`src/rtl/qpa_pkg.sv`:
```
package qpa_pkg;

  typedef enum logic [1:0] {
    MV_HOLD = 2'd0,
    MV_FWD  = 2'd1,
    MV_BAD  = 2'd2,
    MV_REV  = 2'd3
  } move_e;

  // Position of the encoder around its gray cycle; forward means A leads B.
  function automatic logic [1:0] gray_pos(input logic a, input logic b);
    case ({a, b})
      2'b00:   gray_pos = 2'd0;
      2'b10:   gray_pos = 2'd1;
      2'b11:   gray_pos = 2'd2;
      default: gray_pos = 2'd3;
    endcase
  endfunction

endpackage

```
`src/rtl/qpa_sync.sv`:
```
module qpa_sync #(
  parameter int W      = 3,
  parameter int STAGES = 2
) (
  input  logic         clk,
  input  logic         rst_n,
  input  logic [W-1:0] d,
  output logic [W-1:0] q
);
  logic [W-1:0] stg [STAGES];

  generate
    for (genvar i = 0; i < STAGES; i++) begin : g_stage
      if (i == 0) begin : g_first
        always_ff @(posedge clk or negedge rst_n)
          if (!rst_n) stg[0] <= '0;
          else        stg[0] <= d;
      end else begin : g_next
        always_ff @(posedge clk or negedge rst_n)
          if (!rst_n) stg[i] <= '0;
          else        stg[i] <= stg[i-1];
      end
    end
  endgenerate

  assign q = stg[STAGES-1];
endmodule

```
`src/rtl/qpa_quad.sv`:
```
module qpa_quad
  import qpa_pkg::*;
(
  input  logic clk,
  input  logic rst_n,
  input  logic a,
  input  logic b,
  output logic click_up,
  output logic click_dn
);
  logic [1:0]        prev_pos, pos, diff;
  logic signed [3:0] qcnt, nxt;
  move_e             mv;
  logic              at_rest;

  always_comb begin
    pos     = gray_pos(a, b);
    diff    = pos - prev_pos;
    mv      = move_e'(diff);
    case (mv)
      MV_FWD:  nxt = qcnt + 4'sd1;
      MV_REV:  nxt = qcnt - 4'sd1;
      default: nxt = qcnt;
    endcase
    at_rest  = (pos == 2'd0);
    click_up = at_rest && (nxt == 4'sd4);
    click_dn = at_rest && (nxt == -4'sd4);
  end

  always_ff @(posedge clk or negedge rst_n)
    if (!rst_n) begin
      prev_pos <= 2'd0;
      qcnt     <= 4'sd0;
    end else begin
      prev_pos <= pos;
      qcnt     <= at_rest ? 4'sd0 : nxt;
    end

  // a click is never counted both ways at once
  a_r3_one_direction: assert property (@(posedge clk) disable iff (!rst_n)
    $onehot0({click_up, click_dn}));
  // forward clicks complete from the last quarter, reverse from the first
  a_r2_up_from_last: assert property (@(posedge clk) disable iff (!rst_n)
    click_up |-> (prev_pos == 2'd3));
  a_r2_dn_from_first: assert property (@(posedge clk) disable iff (!rst_n)
    click_dn |-> (prev_pos == 2'd1));
endmodule

```
`src/rtl/qpa_accum.sv`:
```
module qpa_accum #(
  parameter int STEP_W    = 8,
  parameter int FRAC_W    = 8,
  parameter int INT_W     = 8,
  parameter int FAST_SH   = 3,
  parameter int INT_LIMIT = 127
) (
  input  logic                            clk,
  input  logic                            rst_n,
  input  logic                            click_up,
  input  logic                            click_dn,
  input  logic                            fast,
  input  logic [STEP_W-1:0]               step,
  output logic signed [INT_W+FRAC_W-1:0]  acc
);
  localparam int ACC_W = INT_W + FRAC_W;
  localparam int DLT_W = STEP_W + FAST_SH;
  localparam int SUM_W = ACC_W + 1;
  localparam int HI_I  = INT_LIMIT * (2 ** FRAC_W) + (2 ** FRAC_W) - 1;
  localparam int LO_I  = -(INT_LIMIT * (2 ** FRAC_W));
  localparam logic signed [SUM_W-1:0] SUM_HI = HI_I[SUM_W-1:0];
  localparam logic signed [SUM_W-1:0] SUM_LO = LO_I[SUM_W-1:0];
  localparam logic signed [ACC_W-1:0] ACC_HI = HI_I[ACC_W-1:0];
  localparam logic signed [ACC_W-1:0] ACC_LO = LO_I[ACC_W-1:0];

  logic [DLT_W-1:0]        delta;
  logic signed [SUM_W-1:0] base, ext, sum;

  always_comb begin
    delta = fast ? {step, {FAST_SH{1'b0}}} : {{FAST_SH{1'b0}}, step};
    base  = {acc[ACC_W-1], acc};
    ext   = signed'({{(SUM_W-DLT_W){1'b0}}, delta});
    sum   = click_up ? (base + ext) : (base - ext);
  end

  always_ff @(posedge clk or negedge rst_n)
    if (!rst_n) acc <= '0;
    else if (click_up || click_dn) begin
      if (sum > SUM_HI)      acc <= ACC_HI;
      else if (sum < SUM_LO) acc <= ACC_LO;
      else                   acc <= sum[ACC_W-1:0];
    end

  // at the limits further clicks outward leave the value pinned
  a_r5_hold_at_max: assert property (@(posedge clk) disable iff (!rst_n)
    (click_up && acc == ACC_HI) |=> (acc == ACC_HI));
  a_r5_hold_at_min: assert property (@(posedge clk) disable iff (!rst_n)
    (click_dn && acc == ACC_LO) |=> (acc == ACC_LO));
  // nothing moves the accumulator between clicks
  a_r3_idle_stable: assert property (@(posedge clk) disable iff (!rst_n)
    !(click_up || click_dn) |=> $stable(acc));
  // a zero step leaves the accumulator alone
  a_r9_zero_step: assert property (@(posedge clk) disable iff (!rst_n)
    (step == '0) |=> $stable(acc));
endmodule

```
`src/rtl/qpa_sdm.sv`:
```
module qpa_sdm #(
  parameter int FRAC_W = 8
) (
  input  logic              clk,
  input  logic              rst_n,
  input  logic              tick,
  input  logic [FRAC_W-1:0] frac,
  output logic              carry
);
  logic [FRAC_W-1:0] resid;
  logic [FRAC_W:0]   total;

  assign total = {1'b0, resid} + {1'b0, frac};

  always_ff @(posedge clk or negedge rst_n)
    if (!rst_n) begin
      resid <= '0;
      carry <= 1'b0;
    end else if (tick) begin
      resid <= total[FRAC_W-1:0];
      carry <= total[FRAC_W];
    end

  // between strobes the modulator is frozen
  a_r7_hold_between: assert property (@(posedge clk) disable iff (!rst_n)
    !tick |=> ($stable(carry) && $stable(resid)));
  // a zero fraction can never produce a carry
  a_r7_zero_frac: assert property (@(posedge clk) disable iff (!rst_n)
    (tick && frac == '0) |=> !carry);
endmodule

```
`src/rtl/qpa_top.sv`:
```
module qpa_top #(
  parameter int STEP_W    = 8,
  parameter int FRAC_W    = 8,
  parameter int INT_W     = 8,
  parameter int FAST_SH   = 3,
  parameter int INT_LIMIT = 127,
  parameter int SYNC_N    = 2
) (
  input  logic                    clk,
  input  logic                    rst_n,
  input  logic                    enc_a,
  input  logic                    enc_b,
  input  logic                    fast_btn,
  input  logic [STEP_W-1:0]       step_in,
  input  logic                    period_tick,
  output logic signed [INT_W-1:0] int_offset,
  output logic                    sd_carry
);
  localparam int ACC_W = INT_W + FRAC_W;

  logic [2:0]              raw_in, syn_in;
  logic                    up, dn;
  logic signed [ACC_W-1:0] acc;

  assign raw_in = {fast_btn, enc_b, enc_a};

  qpa_sync #(.W(3), .STAGES(SYNC_N)) u_sync (
    .clk(clk), .rst_n(rst_n), .d(raw_in), .q(syn_in)
  );

  qpa_quad u_quad (
    .clk(clk), .rst_n(rst_n), .a(syn_in[0]), .b(syn_in[1]),
    .click_up(up), .click_dn(dn)
  );

  qpa_accum #(
    .STEP_W(STEP_W), .FRAC_W(FRAC_W), .INT_W(INT_W),
    .FAST_SH(FAST_SH), .INT_LIMIT(INT_LIMIT)
  ) u_accum (
    .clk(clk), .rst_n(rst_n), .click_up(up), .click_dn(dn),
    .fast(syn_in[2]), .step(step_in), .acc(acc)
  );

  qpa_sdm #(.FRAC_W(FRAC_W)) u_sdm (
    .clk(clk), .rst_n(rst_n), .tick(period_tick),
    .frac(acc[FRAC_W-1:0]), .carry(sd_carry)
  );

  assign int_offset = acc[ACC_W-1 -: INT_W];

  // the whole-cycle offset never leaves the allowed span
  a_r6_range: assert property (@(posedge clk) disable iff (!rst_n)
    (int_offset <= INT_LIMIT) && (int_offset >= -INT_LIMIT));
endmodule

```
`config.mk`:
```
export PLATFORM = sky130hd
export DESIGN_NAME = qpa_top
export DESIGN_NICKNAME = d
export VERILOG_FILES = /design/src/rtl/qpa_pkg.sv /design/src/rtl/qpa_sync.sv /design/src/rtl/qpa_quad.sv /design/src/rtl/qpa_accum.sv /design/src/rtl/qpa_sdm.sv /design/src/rtl/qpa_top.sv
export SDC_FILE = /design/constraint.sdc
export NUM_CORES = 1
export LEC_CHECK = 0
export ABC_AREA = 1
export BUFFER_PORTS_ARGS = -buffer_cell sky130_fd_sc_hd__buf_2
export CORE_MARGIN = 2
export CORE_UTILIZATION = 50
export CTS_CLUSTER_SIZE = 20
export DETAILED_ROUTE_END_ITERATION = 8
export GPL_ROUTABILITY_DRIVEN = 0
export PLACE_DENSITY = 0.66
export SYNTH_ARGS = -nofsm -noshare
export SYNTH_HDL_FRONTEND = slang
export SYNTH_SLANG_ARGS = --single-unit
```
`constraint.sdc`:
```
create_clock -name clk -period 5.8 [get_ports clk]
set_input_delay 0 -clock clk [delete_from_list [all_inputs] [get_ports clk]]
set_output_delay 0 -clock clk [all_outputs]
set_load 0.005 [all_outputs]
```
# Yosys cells after proc, flatten, opt, wreduce, memory -nomap -nowiden
# Index checks and enable logic that the tools add are counted.
# classes
mux,7
add_sub_neg,6
eq_ne,6
n_lt_le_gt_ge,2
n_reduce_logical,5
# op_table
op,n
16-bit 2-to-1 mux,2
16-bit by 12-bit adder with 17-bit output,1
"17-bit by 16-bit greater-than comparator with 1-bit output, second input constant",1
"17-bit by 16-bit < comparator with 1-bit output, second input constant",1
17-bit 2-to-1 mux,1
16-bit by 12-bit subtractor with 17-bit output,1
11-bit 2-to-1 mux,1
8-bit by 8-bit adder with 9-bit output,1
4-bit one-hot mux with 2 select lines,1
"2-bit equality test, second input constant",3
2-bit one-hot mux with 3 select lines,1
"4-bit by 2-bit adder with 4-bit output, second input constant",1
"4-bit by 3-bit equality test with 1-bit output, second input constant",1
"4-bit equality test, second input constant",1
2-bit logical NOT,2
4-bit 2-to-1 mux,1
"4-bit by 2-bit subtractor with 4-bit output, second input constant",1
"2-bit by 1-bit equality test with 1-bit output, second input constant",1
1-bit logical AND,2
2-bit subtractor,1
1-bit logical OR,1
# totals
output_inout_bits,9
in_bits,14
word_cells,33
regBits,37

# Logic depth before layout (Yosys ltp)
# depth
word_depth,11
mapped_depth,42
mapped_depth_nobuf,41

# By module
# A second synthesis with hierarchy kept.
# hier_totals
hier_cells,533
hier_area_um2,3584.7
# modules_own_cells
mod,seq_area_each_um2,area_per_inst_um2,instances,cells_per_inst
qpa_accum,400.4,2159.6,1,358
qpa_sdm,225.2,721.9,1,95
qpa_quad,150.1,530.5,1,71
qpa_sync,150.1,172.7,1,9

# Worst setup path after synthesis
# No wires, ideal clock.
# synth_timing
path_type,flip-flop to flip-flop
from,"register u_sync.stg, in the netlist u_sync.q[1]"
to,register u_accum.acc[5]
required_time_ns,5.683
path_stages_with_launch,35
path_buffers,1
period_less_slack_ns,4.542
arrival_time_ns,4.425
setup_ns,0.117
slack_ns,1.258
cell_sequence,dfrtp_1 -> inv_1 -> ha_1 -> inv_1 -> ha_1 -> inv_2 -> nand3_1 -> nand2_1 -> nand2_1 -> inv_1 -> ha_1 -> o21ai_0 -> nand3_2 -> nor2_8 -> nand2_4 -> inv_1 -> nor2_1 -> xor2_1 -> ha_1 -> a21oi_1 -> o21ai_1 -> a21oi_1 -> inv_1 -> nand2_1 -> nand2_1 -> or2_0 -> nand2_1 -> nand4_1 -> nand2_1 -> nand3_2 -> buf_6 -> nand2_1 -> nand2_1 -> nand2_1 -> nand2_1
# synth_via
elab_chain_cells,11
elab_cells_between_ends,19
classes_between,add/sub (1); order compare (2); eq/ne (6); mux (5); reduce/logical (5)
# synth_lines
element,line,text
"start, declared",qpa_sync.sv:10,logic [W-1:0] stg [STAGES];
"start signal, assigned by index",qpa_sync.sv:21,else stg[i] <= stg[i-1];
2-bit equality test or 2-bit logical NOT (tied branches),qpa_pkg.sv:12,"case ({a, b})"
2-bit one-hot mux with 3 select lines (*),qpa_pkg.sv:12,
via u_quad.pos[0],qpa_quad.sv:11,"logic [1:0] prev_pos, pos, diff;"
2-bit subtractor,qpa_quad.sv:18,diff = pos - prev_pos;
2-bit equality test or 2-bit by 1-bit equality test with 1-bit output (tied branches),qpa_quad.sv:20,case (mv)
4-bit one-hot mux with 2 select lines,qpa_quad.sv:20,
4-bit equality test,qpa_quad.sv:26,click_up = at_rest && (nxt == 4'sd4);
1-bit logical AND,qpa_quad.sv:26,
17-bit 2-to-1 mux,qpa_accum.sv:33,sum = click_up ? (base + ext) : (base - ext);
17-bit by 16-bit < comparator with 1-bit output,qpa_accum.sv:40,else if (sum < SUM_LO) acc <= ACC_LO;
16-bit 2-to-1 mux,qpa_accum.sv:40,
16-bit 2-to-1 mux,qpa_accum.sv:39,if (sum > SUM_HI) acc <= ACC_HI;
"end signal, assigned",qpa_accum.sv:41,else acc <= sum[ACC_W-1:0];
"end, declared",qpa_accum.sv:14,output logic signed [INT_W+FRAC_W-1:0] acc
# Mark *: on every way through the listed nets, which the timed path passes. The rest lies on a longest branch.
# A chain may end at the register's enable or synchronous reset.

# Final worst setup path
# layout_timing
from,"register u_sync.stg, in the netlist u_sync.q[1]"
to,register u_accum.acc[14]
# Same word-level chain as after synthesis.

==> flow_metrics.env <==
export IMPL_grt_usage=0.208
export IMPL_syn2layout_area_growth_pct=7.95
export IMPL_synth_seq_cells=37
export IMPL_vias=2939
export IMPL_wire_per_inst_microns=12.6
export IMPL_synthesis_nets=512
export IMPL_viasPerCell=5.19
export IMPL_multi_input_area_sq_mm=0.00205
export IMPL_postRouteAntennaNets=0
export IMPL_hold_viol=0
export IMPL_total_leakage_power_nw=1.94
export IMPL_insertion_delay_ns=0.28
export IMPL_min_path_type="in -> async"
export IMPL_yosysWarnings=0
export IMPL_synth_top_cell_by_area="dfrtp_1"
export IMPL_firstDrtPassIters=5
export IMPL_hpwl_microns=5590
export IMPL_port_buffers=22
export IMPL_die_w_microns=85.3
export IMPL_fin_total_pwr_w=0.00208
export IMPL_finalSetupViolCount=0
export IMPL_path_max_fanout=13
export IMPL_cts_clk_slew_worst_paths_ns=0.07
export IMPL_synth_area_leaders="dfrtp_1 (28%), nand2_1 (17%), ha_1 (11%)"
export IMPL_place_inst=552
export IMPL_synth_top_family_by_area="simple AND/OR/NAND/NOR gates"
export IMPL_synth_simple_area_share=0.326
export IMPL_drv_slew=0
export IMPL_fin_ws_ns=0.560
export IMPL_ir_drop_uv=333
export IMPL_io_pins=23
export IMPL_cts_made_buffers=5
export IMPL_slowest_delay_ns=0.37
export IMPL_core_sq_mm=0.00639
export IMPL_slew_headroom=0.444
export IMPL_seq_area_sq_um=926
export IMPL_finClkSkew_ns=0.00304
export IMPL_status="completed"
export IMPL_grt_start_max_net_pins=38
export IMPL_die_area_sq_mm=0.00728
export IMPL_p_per_area_mw_per_mm2=582
export IMPL_r2r_slack_ns=0.56
export IMPL_arrival_ns=5.42
export IMPL_worst_slew_pin_slew_ns=0.834
export IMPL_fill_cells=606
export IMPL_yosysUniqueCellTypes=38
export IMPL_overflow=0
export IMPL_crit_path_top_delay_cell="dfrtp_1"
export IMPL_drtIter0Drc=116
export IMPL_die_y_microns=85.3
export IMPL_ys_seq_area_frac=0.280
export IMPL_hold_slack_ns=0.352
export IMPL_drv_cap=0
export IMPL_syn_inst=466
export IMPL_synthAdderAreaFrac=0.126
export IMPL_grt_pass1_wl_microns=12200
export IMPL_cts_tree="done"
export IMPL_syn_area_sq_mm=0.00330
export IMPL_fin_nets=535
export IMPL_grt_pass1_vias=2687
export IMPL_drive_gt1_frac=0.121
export IMPL_netlist_area_leader_share=0.280
export IMPL_clockBufferDepth=2
export IMPL_rows=29
export IMPL_drc=0
export IMPL_fin_crit_sh=0.903
export IMPL_rsz0062_at_grt="no"
export IMPL_synth_area_mux_share=0.00303
export IMPL_wl_microns=7110
export IMPL_clock_root_buffer="clkbuf_8"
export IMPL_start_util=0.517
export IMPL_synth_compound_area_frac=0.100
export IMPL_endpoint_kind="flip-flop"
export IMPL_critPathKind="reg -> reg"
export IMPL_fin_crit_ns=5.24
export IMPL_antenna_found_initial=0
export IMPL_cp_common_cell="nand2_1"
export IMPL_cts_sinks=37
export IMPL_htree_levels=2
export IMPL_n_antenna_cell=0
export IMPL_fin_cells=566
export IMPL_cp_required_ns=5.98
export IMPL_fmaxAchievable_mhz=191
export IMPL_postSynthAreaPerCell_sq_um=7.09
export IMPL_synth_xor_area_frac=0.0636
export IMPL_start_kind="flip-flop"
export IMPL_post_place_ws_ns=0.452
export IMPL_setup_tns_ns=0
## cells by family after synthesis
logic type,count (synthesis)
XOR/XNOR,24
AND/OR/NAND/NOR,240
AO/OA/AOI/OAI,57
buffers and inverters,75
multiplexers,1
adder cells (fa/ha/maj),32
flip-flops,37
## repair_timing
item	4_1_cts	5_1_grt
endpoints found under the setup margin	0	15
setup buffers	0	2
hold buffers	5	0
endpoints found under the hold margin	42	0
resized for setup	0	1
## power by group
part	switching, W	total [W]	internal (W)	leakage [nW]
registers	0.000101	0.000467	0.000367	0.439
logic	0.000889	0.00143	0.000540	1.46
clock network	0.0000855	0.000180	0.0000943	0.0443
total	0.00108	0.00208	0.00100	1.94
## critical path, delay by kind of cell (launching register included)
family / cells / cell delay, ns
buffers and inverters: 6 / 0.56
xor gates and xnor gates: 1 / 0.15
and+or+nand+nor: 18 / 2.08
DFF: 1 / 0.37
adders and majority gates: 4 / 1.18
AOI/OAI and AO/OA: 4 / 0.80
## cell usage after synthesis, drive strengths merged
cell and number:
mux2i 1, a31oi 4, fa 2, or2 3, nand3 28, o311ai 1, xnor2 7, nand3b 2
o21ai 21, o31ai 5, inv 61, dfrtp 37, nor3 7, o221ai 1, a21o 3, nand2 154
nor4 2, xor2 17, nand4 4, clkbuf 2, ha 30, o21bai 1, nor2 40, buf 12
a21oi 21
## state kept, by name, indices dropped and copies added (netlist names)
register	cells
u_accum.acc	16
u_sdm.carry	1
u_quad.qcnt	4
u_sync.q	3
u_sync.stg	3
u_quad.prev_pos	2
u_sdm.resid	8
## stage by stage
| step | utilization | instance area, sq um |
|---|---|---|
| 6_report | 0.559 | 3570 |
| 5_1_grt | 0.559 | 3570 |
| 4_1_cts | 0.556 | 3550 |
| 3_5_place_dp | 0.534 | 3410 |
| 3_3_place_gp | 0.534 | 3410 |
| 2_1_floorplan | - | 3300 |
## worst paths after layout
kind,start,cells after the start,to
setup / recovery,u_sync.q[1],33,u_accum.acc[14]
hold / removal,rst_n,2,u_sdm.resid[3]
setup reg to reg,u_sync.q[1],33,u_accum.acc[14]
hold reg to reg,u_sync.stg[4],0,u_sync.q[1]
max in group asynchronous,rst_n,2,u_accum.acc[9]
min in group clk,step_in[0],8,u_accum.acc[0]
## per-layer routing
layer / wire, microns / vias to the layer above / track usage
li1: - / 1532 / -
met1: 3490 / 1317 / 0.295
met2: 3190 / 82 / 0.337
met3: 352 / 8 / 0.0360
met4: 68 / 0 / 0.0390
met5: 0 / - / 0
## layout make-up
| type | count | area share |
|---|---|---|
| clock buffers | 7 | 0.0242 |
| inverters | 61 | 0.0642 |
| multi-input cells | 354 | 0.574 |
| flip-flops and latches | 37 | 0.260 |
| well taps | 77 | 0.0270 |
| repair buffers | 30 | 0.0512 |
## cells in the final DEF (no fill, tap or decap), types with 13 or more instances in the layout
master	instances
a21oi_1	20
buf_2	22
dfrtp_1	37
ha_1	30
inv_1	56
nand2_1	148
nand3_1	19
nor2_1	38
o21ai_0	13
xor2_1	17
Note: power is estimated with default switching activity, not from simulation.
